<file path="config.mk">
export PLATFORM = sky130hd
export DESIGN_NAME = warp_issue_sched
export DESIGN_NICKNAME = d
export VERILOG_FILES = /design/src/rtl/warp_sched_pkg.sv /design/src/rtl/warp_valid_table.sv /design/src/rtl/warp_priority_pick.sv /design/src/rtl/warp_dispatch_timer.sv /design/src/rtl/warp_issue_sched.sv
export SDC_FILE = /design/constraint.sdc
export NUM_CORES = 1
export LEC_CHECK = 0
export BUFFER_PORTS_ARGS = -buffer_cell sky130_fd_sc_hd__buf_2
export CAP_MARGIN = 20
export CORE_ASPECT_RATIO = 1.5
export CORE_MARGIN = 4
export CORE_UTILIZATION = 45
export DETAILED_ROUTE_END_ITERATION = 10
export PLACE_DENSITY = 0.84
export SLEW_MARGIN = 5
export SYNTH_ARGS = -nofsm -noshare
export SYNTH_HDL_FRONTEND = slang
export SYNTH_HIERARCHICAL = 1
export SYNTH_SLANG_ARGS = --single-unit
</file>
<file path="constraint.sdc">
create_clock -name clk -period 1.95 [get_ports clk]
set_input_delay 0.195 -clock clk [delete_from_list [all_inputs] [get_ports clk]]
set_output_delay 0.195 -clock clk [all_outputs]
set_load 0.01 [all_outputs]
</file>
<file path="src/rtl/warp_sched_pkg.sv">
package warp_sched_pkg;

    typedef enum logic {
        PORT_FREE = 1'b0,
        PORT_BUSY = 1'b1
    } port_state_e;

    localparam int unsigned DEF_NUM_WARPS       = 8;
    localparam int unsigned DEF_DISPATCH_CYCLES = 4;

    // Next resident state of one warp: retire wins over launch.
    function automatic logic next_resident(input logic cur, input logic launch, input logic retire);
        return (cur | launch) & ~retire;
    endfunction

endpackage

</file>
<file path="src/rtl/warp_valid_table.sv">
module warp_valid_table
    import warp_sched_pkg::*;
#(
    parameter int unsigned NUM_WARPS = DEF_NUM_WARPS
) (
    input  logic                 clk,
    input  logic                 rst,
    input  logic [NUM_WARPS-1:0] launch,
    input  logic [NUM_WARPS-1:0] retire,
    output logic [NUM_WARPS-1:0] resident
);

    for (genvar w = 0; w < NUM_WARPS; w++) begin : g_slot
        always_ff @(posedge clk) begin
            if (rst) begin
                resident[w] <= 1'b0;
            end else begin
                resident[w] <= next_resident(resident[w], launch[w], retire[w]);
            end
        end
    end

endmodule

</file>
<file path="src/rtl/warp_priority_pick.sv">
module warp_priority_pick #(
    parameter int unsigned NUM_WARPS = 8,
    localparam int unsigned ID_W     = (NUM_WARPS > 1) ? $clog2(NUM_WARPS) : 1
) (
    input  logic [NUM_WARPS-1:0] req,
    output logic [NUM_WARPS-1:0] grant,
    output logic [ID_W-1:0]      grant_id,
    output logic                 any_req
);

    // taken[i] is set when some warp below index i is requesting.
    logic [NUM_WARPS:0] taken;
    assign taken[0] = 1'b0;

    for (genvar i = 0; i < NUM_WARPS; i++) begin : g_chain
        assign grant[i]   = req[i] & ~taken[i];
        assign taken[i+1] = taken[i] | req[i];
    end

    assign any_req = taken[NUM_WARPS];

    always_comb begin
        grant_id = '0;
        for (int i = 0; i < NUM_WARPS; i++) begin
            if (grant[i]) begin
                grant_id = grant_id | ID_W'(i);
            end
        end
    end

endmodule

</file>
<file path="src/rtl/warp_dispatch_timer.sv">
module warp_dispatch_timer
    import warp_sched_pkg::*;
#(
    parameter int unsigned DISPATCH_CYCLES = DEF_DISPATCH_CYCLES,
    localparam int unsigned PHASE_W        = $clog2(DISPATCH_CYCLES)
) (
    input  logic               clk,
    input  logic               rst,
    input  logic               start,
    output logic               slot_open,
    output logic               busy,
    output logic [PHASE_W-1:0] phase
);

    localparam logic [PHASE_W-1:0] LAST_PHASE = PHASE_W'(DISPATCH_CYCLES - 1);

    port_state_e state_q;

    assign busy      = (state_q == PORT_BUSY);
    assign slot_open = !busy || (phase == LAST_PHASE);

    always_ff @(posedge clk) begin
        if (rst) begin
            state_q <= PORT_FREE;
            phase   <= '0;
        end else if (slot_open) begin
            state_q <= start ? PORT_BUSY : PORT_FREE;
            phase   <= '0;
        end else begin
            phase   <= phase + 1'b1;
        end
    end

endmodule

</file>
<file path="src/rtl/warp_issue_sched.sv">
module warp_issue_sched
    import warp_sched_pkg::*;
#(
    parameter int unsigned NUM_WARPS       = DEF_NUM_WARPS,
    parameter int unsigned DISPATCH_CYCLES = DEF_DISPATCH_CYCLES,
    localparam int unsigned ID_W           = $clog2(NUM_WARPS),
    localparam int unsigned PHASE_W        = $clog2(DISPATCH_CYCLES)
) (
    input  logic                 clk,
    input  logic                 rst,
    input  logic [NUM_WARPS-1:0] warp_launch,
    input  logic [NUM_WARPS-1:0] warp_retire,
    input  logic [NUM_WARPS-1:0] operand_ready,
    output logic                 issue_valid,
    output logic [ID_W-1:0]      issue_warp_id,
    output logic [PHASE_W-1:0]   dispatch_phase,
    output logic [NUM_WARPS-1:0] warp_consume,
    output logic                 idle_cycle
);

    logic [NUM_WARPS-1:0] warp_valid;
    logic [NUM_WARPS-1:0] eligible;
    logic [NUM_WARPS-1:0] pick_grant;
    logic [ID_W-1:0]      pick_id;
    logic                 pick_any;
    logic                 slot_open;
    logic                 port_busy;
    logic                 take;

    warp_valid_table #(.NUM_WARPS(NUM_WARPS)) valid_i (
        .clk      (clk),
        .rst      (rst),
        .launch   (warp_launch),
        .retire   (warp_retire),
        .resident (warp_valid)
    );

    assign eligible = warp_valid & operand_ready;

    warp_priority_pick #(.NUM_WARPS(NUM_WARPS)) pick_i (
        .req      (eligible),
        .grant    (pick_grant),
        .grant_id (pick_id),
        .any_req  (pick_any)
    );

    assign take = slot_open & pick_any;

    warp_dispatch_timer #(.DISPATCH_CYCLES(DISPATCH_CYCLES)) timer_i (
        .clk       (clk),
        .rst       (rst),
        .start     (pick_any),
        .slot_open (slot_open),
        .busy      (port_busy),
        .phase     (dispatch_phase)
    );

    always_ff @(posedge clk) begin
        if (rst) begin
            issue_warp_id <= '0;
            warp_consume  <= '0;
        end else if (slot_open) begin
            issue_warp_id <= take ? pick_id : '0;
            warp_consume  <= take ? pick_grant : '0;
        end else begin
            warp_consume  <= '0;
        end
    end

    assign issue_valid = port_busy;
    assign idle_cycle  = ~port_busy;

endmodule

</file>
Word level (Yosys, flattened, before mapping). Index checks and enable logic that the tools add are counted.

Flip-flop bits (word level): 22. Output and inout port bits: 15. Word-level logic and storage cells: 77. Input bits: 26.

$add $sub $neg: 1. Mux-type cells: 9. Reduce and logical (&&, ||, !) cells: 4. Equality and inequality tests: 1. Bitwise operators: 50.

Operators with widths (count): NOT 1 bit (18); AND 1 bit (16); two-way mux 3 bit (5); OR 1 bit (15); AND 8 bit (1); two-way mux 2 bit (2); OR reduction 3 bit (1); adder 2 x 1 -> 2 bit (second input constant) (1); equality test 2 bit (second input constant) (1); two-way mux 1 bit (2); OR reduction 2 bit (1); zero test 1 bit (1); logical OR 1 bit (1).

Logic depth before layout (Yosys ltp). Gate-level depths: netlist of run 1.

Word-level depth: 11. Depth in mapped cells: 6. Mapped depth without buffers: 6.

Cells and area by module. The synthesis of run 1 kept the hierarchy.

Modules (own cells, without submodules): warp_issue_sched (times used 1, area each 385.4 µm², cells an instance 38); warp_valid_table (times used 1, area each 287.8 µm², cells an instance 25); warp_priority_pick (times used 1, area each 146.4 µm², cells an instance 24); warp_dispatch_timer (times used 1, area each 112.6 µm², cells an instance 9).

Worst setup path after synthesis of run 1. OpenSTA, ideal clock, no wires.

Path type: register to register. From: reg valid_i.resident[0]. To: reg warp_consume[0]. Period minus slack after synthesis: 1.750 ns. Slack: 0.200 ns. Arrival: 1.635 ns. Cell stages (with the launch flop): 7. Required time: 1.835 ns. Setup time: 0.115 ns. Path through: dfxtp_1 and2_1 or4_4 nor3_2 nand2_1 and3b_4 and2_1.

Longest elaborated chain between the ends: 11.

RTL lines: start: declaration (RTL line warp_valid_table.sv:10) `output logic [NUM_WARPS-1:0] resident`; start signal: indexed assignment (RTL line warp_valid_table.sv:18) `resident[w] <= next_resident(resident[w], launch[w], retire[w]);`; AND 8 bit (RTL line warp_issue_sched.sv:38) `assign eligible = warp_valid & operand_ready;`; net eligible[0] (RTL line warp_issue_sched.sv:22) `logic [NUM_WARPS-1:0] eligible;`; OR 1 bit (7 in a row) (RTL line warp_priority_pick.sv:17) `assign taken[i+1] = taken[i] | req[i];`; net pick_any (RTL line warp_issue_sched.sv:25) `logic pick_any;`; AND 1 bit (RTL line warp_issue_sched.sv:47) `assign take = slot_open & pick_any;`; NOT 1 bit (no source line); OR reduction 3 bit (no source line); end signal: assignment (RTL line warp_issue_sched.sv:64) `warp_consume <= take ? pick_grant : '0;`; end: declaration (RTL line warp_issue_sched.sv:17) `output logic [NUM_WARPS-1:0] warp_consume,`.

The timed path passes the listed nets, and every way through them passes these cells. A chain may end at the register's enable or synchronous reset.

Worst setup path in the final report of run 1.
From: reg valid_i.resident[0]. To: reg warp_consume[3].

The elaborated chain is that of the path after synthesis.

==> impl_metrics.py, run 1 <==
metrics = {
    "global_routing": {
        "grt_util_all_layers_pct": 14.8,
        "grt_max_degree": 16,
        "grt_pass1_wl_um": 3130,
        "grt_pass1_vias": 762,
        "grt_overflow": 0,
        "antenna_found_initial": 0,
    },
    "yosys": {
        "netlist_instances": 96,
        "syn_area_um2": 932,
        "ys_types": 24,
        "seq_area_frac_synth_pct": 47.2,
        "synth_warnings": 6,
        "avgSynthCellArea_um2": 9.71,
        "synth_top_cells_by_area": "dfxtp_1 (47%), and2_1 (11%), nor3_2 (8.6%)",
        "async_flop_share_pct": 0,
        "synth_ff_type": "dfxtp_1",
        "syn-num-nets": 123,
        "synth_top_area_cell": "dfxtp_1",
        "netlist.area_leader.share_pct": 47.2,
        "synth-edff-count": 0,
        "synth_seq_cells": 22,
    },
    "clock_tree": {
        "post-cts-setup-buffer-count": 0,
        "cts_sinks": 22,
        "cts_tree": "yes",
        "clockRootBuffer": "clkbuf_4",
        "htreeDepth": 1,
        "cts_buffers": 3,
        "cts_buffer_depth": 2,
        "worst_skew_pair.late_latency_ps": 310,
        "clk_pin_slew_ps": 120,
    },
    "placed_design": {
        "portBuffers": 40,
        "dp_slack_ps": 62.3,
        "place_hpwl_um": 1440,
        "place_congestion": 0.751,
    },
    "timing": {
        "fmax_mhz": 533,
        "hold_viol_final": 0,
        "slew_violations": 0,
        "relSlewSlack_pct": 74.6,
        "worst_slack_ps": 72.6,
        "fin_crit_sh_pct": 96.3,
        "fin_skew_ps": 9.87,
        "setup_viol": 0,
        "hold_ws_ps": 27.0,
        "fin_crit_ps": 1880,
        "worst_pin_slew_ps": 381,
    },
    "worst_setup_path": {
        "crit_arrival_ps": 2090,
        "crit_start": "valid_i/resident[0]",
        "crit_fanout": 8,
        "r2r_cells": 6,
        "cp-end-kind": "register",
        "cp.required_ps": 2160,
        "r2r_end": "warp_consume[3]",
        "crit_slowest_cell": "or4_4",
        "path_cells": "and2_2 > or4_4 > nor3_4 > nand2_2 > and3b_4 > and2_1",
        "start_kind": "register",
        "slowest_delay_ps": 560,
        "r2r_slack_ps": 70,
        "worstSetupPathType": "reg -> reg",
        "worstReg2RegStart": "valid_i/resident[0]",
    },
    "status": {
        "run_status": "finished clean",
    },
    "floorplan": {
        "core_region_area_um2": 1900,
        "pin_count": 41,
        "die_area_um2": 2880,
        "initial_core_util_pct": 49.0,
        "die_w_um": 45.2,
        "rows": 19,
        "die_h_um": 63.7,
    },
    "run": {
        "cap_violations": 0,
    },
    "power_and_ir_drop": {
        "irDropWorstVdd_v": 0.000507,
        "switching_share_pct": 22.5,
        "p_comb_share_pct": 14.0,
        "power_mw": 0.953,
        "p_leak_nw": 0.563,
        "internal-power_mw": 0.738,
        "p_switching_mw": 0.215,
        "p_clk_share_pct": 36.2,
        "power.density_nw_per_um2": 786,
        "seq_power_share_pct": 49.9,
    },
    "final_layout": {
        "n_antenna_cell": 0,
        "final_util_pct": 63.7,
        "final_cell_mix": "buf_2 (40), dfxtp_1 (22), and2_1 (16)",
        "multi_input_area_um2": 464,
        "regArea_um2": 440,
        "drive_gt1_share_pct": 43.2,
        "area_delta_synth_final_pct": 30.1,
        "num-nets-final": 167,
        "layout_commonest_cell": "buf_2",
        "n_fill_cell": 167,
    },
    "detailed_routing": {
        "dr.pass1.iters": 4,
        "postRouteWirelength_um": 1970,
        "drc": 0,
        "drt-wirelength-per-cell_um": 12.3,
        "dr.first_iter.drc_count": 21,
        "vias": 799,
        "ant_nets": 0,
        "via_per_inst": 4.99,
    },
    "worst_hold_path": {
        "hold_path_depth": 2,
        "worstHoldPathType": "in -> reg",
        "min-delay-start": "warp_retire[6]",
        "whs_endpoint": "valid_i/resident[6]",
    },
}
-- worst max-delay path: cells and delay by family (launching register included) --
kind             cells  cell delay, ps
and+or+nand+nor      6            1440
DFF                  1             330
-- power by group through the flow --
stage / clock network [mW] / registers, mW / logic (mW)
2_1_floorplan: 0 / 0.489 / 0.0743
3_3_place_gp: 0 / 0.485 / 0.122
3_5_place_dp: 0 / 0.486 / 0.126
4_1_cts: 0.354 / 0.476 / 0.127
5_1_grt: 0.381 / 0.478 / 0.148
6_report: 0.345 / 0.475 / 0.133
-- routing by layer --
| layer | track usage (%) | routed length (um) | up-vias |
|---|---|---|---|
| li1 | - | - | 406 |
| met5 | 0 | 0 | - |
| met1 | 13.8 | 686 | 361 |
| met4 | 9.89 | 33 | 0 |
| met2 | 26.8 | 1130 | 28 |
| met3 | 3.37 | 122 | 4 |
-- registers in the layout, indices dropped and copies added (netlist names) --
register / cells
warp_consume: 8
timer_i/phase: 2
valid_i/resident: 8
issue_warp_id: 3
timer_i/busy: 1
-- Yosys cell counts, drive strengths merged (2+ instances only) --
cell    number
dfxtp       22
and2        17
nor2        13
nor3        10
a21oi        5
inv          5
nand2b       4
nor3b        4
nand3        3
a211oi       2
buf          2
o21ai        2
-- worst max-delay path by stage --
stage               slack [ps]              end  cells after the start
global placement           150  warp_consume[6]                      6
CTS                         30  warp_consume[3]                      6
floorplan                  200  warp_consume[0]                      6
detailed placement          60  warp_consume[4]                      6
global route                -9  warp_consume[3]                      6
finish                      70  warp_consume[3]                      6
-- layout make-up --
class	count	area share (%)
inverters	5	1.55
clock inverters	1	2.48
flip-flops and latches	22	36.3
repair buffers	41	17.3
multi-input cells	67	38.3
well taps	21	2.17
clock buffers	3	1.86
-- what timing repair did --
action | in CTS | in global routing
endpoints found under the setup margin | 0 | 8
hold endpoints to repair | 0 | 1
hold buffers | 0 | 1
resized for setup | 0 | 3
-- stage by stage --
stage,area (um2),cells,setup TNS (ps)
6_report,1210,160,0
4_1_cts,1190,159,0
5_1_grt,1210,160,-9.09
3_5_place_dp,1140,155,0
3_3_place_gp,1140,155,0
2_1_floorplan,932,96,0
-- cells by family (layout without fill, tap and decap cells) --
logic type / after synthesis / in the layout / share of synthesized area, %
flops: 22 / 22 / 47.2
compound gates: 10 / 10 / 6.17
fa+ha+maj: 1 / 1 / 1.34
buf+inv: 7 / 50 / 4.03
simple gates: 56 / 56 / 41.2
Note: power is estimated with default switching activity, not from simulation.
==> run 2, diff against run 1 <==
--- a/config.mk
+++ b/config.mk
@@ -5,13 +5,14 @@
 export SDC_FILE = /design/constraint.sdc
 export NUM_CORES = 1
 export LEC_CHECK = 0
+export ABC_AREA = 1
 export BUFFER_PORTS_ARGS = -buffer_cell sky130_fd_sc_hd__buf_2
 export CAP_MARGIN = 20
 export CORE_ASPECT_RATIO = 1.5
 export CORE_MARGIN = 4
 export CORE_UTILIZATION = 45
 export DETAILED_ROUTE_END_ITERATION = 10
-export PLACE_DENSITY = 0.84
+export PLACE_DENSITY = 0.83
 export SLEW_MARGIN = 5
 export SYNTH_ARGS = -nofsm -noshare
 export SYNTH_HDL_FRONTEND = slang
==> run 2 against run 1 <==
Net effect:
- setup slack better by 470 ps
- combinational power up 4%
- hold slack better by 66 ps
- via count up 14%
- critical path type unchanged
- highest routed layer unchanged
==> impl_metrics.py, run 2 <==
metrics = {
    "timing": {
        "slew_violations": 0,
        "worst_slack_ps": 547,
        "fin_crit_sh_pct": 71.9,
        "fmax_mhz": 713,
        "worst_pin_slew_ps": 246,
        "fin_crit_ps": 1400,
        "setup_viol": 0,
        "tns_ps": 0,
        "hold_viol_final": 0,
        "fin_skew_ps": 1.24,
        "rsz0062_at_grt": "false",
        "relSlewSlack_pct": 83.5,
    },
    "yosys": {
        "syn_area_um2": 972,
        "netlist_instances": 138,
        "seq_area_frac_synth_pct": 45.3,
        "async_flop_share_pct": 0,
        "synth_compound_area_share_pct": 0,
        "synth_top_cells_by_area": "dfxtp_1 (45%), inv_1 (14%), nor2_1 (12%)",
        "synth_ff_type": "dfxtp_1",
        "synth-edff-count": 0,
        "ys_types": 16,
        "synth_top_area_cell": "dfxtp_1",
        "post-synth-top-count-cell": "inv_1",
        "synthSimpleGateAreaFrac_pct": 37.2,
        "synthAdderAreaFrac_pct": 1.29,
        "synth_seq_cells": 22,
        "netlist.area_leader.share_pct": 45.3,
        "synthXorXnorAreaFrac_pct": 0,
        "synthMuxAreaShare_pct": 0,
        "synth_common_cells": "inv_1 (35), nor2_1 (31), nand2_1 (23)",
        "avgSynthCellArea_um2": 7.04,
        "synth_top_family_by_area": "simple AND/OR/NAND/NOR gates",
        "synth_warnings": 6,
        "syn-num-nets": 165,
    },
    "detailed_routing": {
        "drc": 0,
        "via_per_inst": 4.47,
        "drt-wirelength-per-cell_um": 9.24,
        "dr.pass1.iters": 4,
        "ant_nets": 0,
        "vias": 908,
        "postRouteWirelength_um": 1880,
        "dr.first_iter.drc_count": 41,
    },
    "worst_hold_path": {
        "hold_path_depth": 4,
        "worstHoldPathType": "in -> reg",
        "whs_endpoint": "valid_i/resident[1]",
        "min-delay-start": "warp_retire[1]",
    },
    "worst_setup_path": {
        "crit_fanout": 5,
        "crit_arrival_ps": 1610,
        "crit_family": "simple AND/OR/NAND/NOR gates",
        "start_kind": "register",
        "r2r_cells": 8,
        "crit_slowest_cell": "dfxtp_1",
        "cp_num_buf_inv": 1,
        "slowest_delay_ps": 330,
        "worstSetupPathType": "reg -> reg",
        "cp.required_ps": 2160,
        "cp-end-kind": "register",
        "worstReg2RegStart": "valid_i/resident[1]",
        "path_cells": "nand2_1 > inv_1 > nor2_4 > nand4_4 > nor2_4 > nand3b_1 > nand4_1 > nand2_1",
        "r2r_end": "issue_warp_id[0]",
        "r2r_slack_ps": 550,
    },
    "power_and_ir_drop": {
        "irDropWorstVdd_v": 0.000500,
        "power.density_nw_per_um2": 705,
        "p_leak_nw": 0.739,
        "power_mw": 0.866,
    },
    "global_routing": {
        "antenna_found_initial": 0,
        "grt_pass1_vias": 868,
        "grt_pass1_wl_um": 3240,
        "grt_overflow": 0,
        "grt_max_degree": 13,
        "grt_util_all_layers_pct": 14.7,
    },
    "floorplan": {
        "core_region_area_um2": 2050,
        "initial_core_util_pct": 47.4,
        "die_w_um": 46.0,
        "die_area_um2": 2980,
        "rows": 20,
        "die_h_um": 64.9,
        "pin_count": 41,
    },
    "final_layout": {
        "layout_commonest_cell": "buf_2",
        "reg.largest.list": "valid_i/resident x8, warp_consume x8, issue_warp_id x3",
        "final_cell_mix": "buf_2 (40), inv_1 (35), nor2_1 (31)",
        "num-nets-final": 209,
        "n_fill_cell": 195,
        "multi_input_area_um2": 374,
        "regArea_um2": 440,
        "drive_gt1_share_pct": 30.9,
        "area_delta_synth_final_pct": 26.4,
        "n_antenna_cell": 0,
    },
    "clock_tree": {
        "cts_sinks": 22,
        "htreeDepth": 1,
        "post-cts-setup-buffer-count": 0,
        "worst_skew_pair.late_latency_ps": 300,
        "cts_buffers": 3,
        "clk_pin_slew_ps": 120,
        "ctsResizeCount": 0,
        "cts_tree": "yes",
        "cts_buffer_depth": 2,
        "clockRootBuffer": "clkbuf_4",
        "ctsHoldBuffers": 0,
    },
    "run": {
        "cap_violations": 0,
    },
    "placed_design": {
        "place_hpwl_um": 1580,
        "place_congestion": 0.738,
        "portBuffers": 40,
        "dp_slack_ps": 563,
    },
    "status": {
        "run_status": "finished clean",
    },
}
==> run 2: cells by family after synthesis <==
kind of cell             after synthesis
buffers and inverters                 41
flip-flops                            22
AND/OR/NAND/NOR                       74
adder cells (fa/ha/maj)                1
==> run 2: worst max-delay path by stage <==
stage,startpoint,to,cells after the start,slack [ps]
2_1_floorplan,valid_i/resident[1],warp_consume[0],8,690
3_5_place_dp,valid_i/resident[1],issue_warp_id[0],8,560
3_3_place_gp,valid_i/resident[1],warp_consume[0],8,630
6_report,valid_i/resident[1],issue_warp_id[0],8,550
5_1_grt,valid_i/resident[0],issue_warp_id[0],8,450
4_1_cts,valid_i/resident[1],issue_warp_id[0],8,540
==> run 2: through the flow <==
stage	hold WS, ps	utilization [%]	std cells	instance area, um2
2_1_floorplan	330	-	138	972
3_3_place_gp	415	58.1	199	1190
3_5_place_dp	422	58.1	199	1190
4_1_cts	87.9	59.9	203	1230
5_1_grt	97.5	59.9	203	1230
6_report	92.9	59.9	203	1230
==> run 2: report_power, final <==
group,switching [mW],total (mW),internal (mW)
registers,0.0115,0.479,0.468
logic,0.0791,0.138,0.0585
clock network,0.135,0.249,0.114
==> run 2: area by class of cell <==
cell class              instances  area share [%]
repair buffers                 40            16.3
inverters                      40            12.2
well taps                      22            2.24
clock buffers                   4            2.95
flip-flops and latches         22            35.8
multi-input cells              75            30.4
==> run 2: metal layers <==
| metal | vias to the layer above | share of wire, % | GRT usage (%) |
|---|---|---|---|
| met5 | - | 0 | 0 |
| met4 | 0 | 0.91 | 7.47 |
| met3 | 2 | 5.7 | 2.78 |
| met2 | 21 | 57 | 28.6 |
| met1 | 401 | 36 | 12.8 |
| li1 | 484 | - | - |
==> run 2: worst reg2reg max path: cells and delay by family (launching register included) <==
family                 cells  cell delay [ps]
buffers and inverters      1               80
DFF                        1              330
and+or+nand+nor            7              900
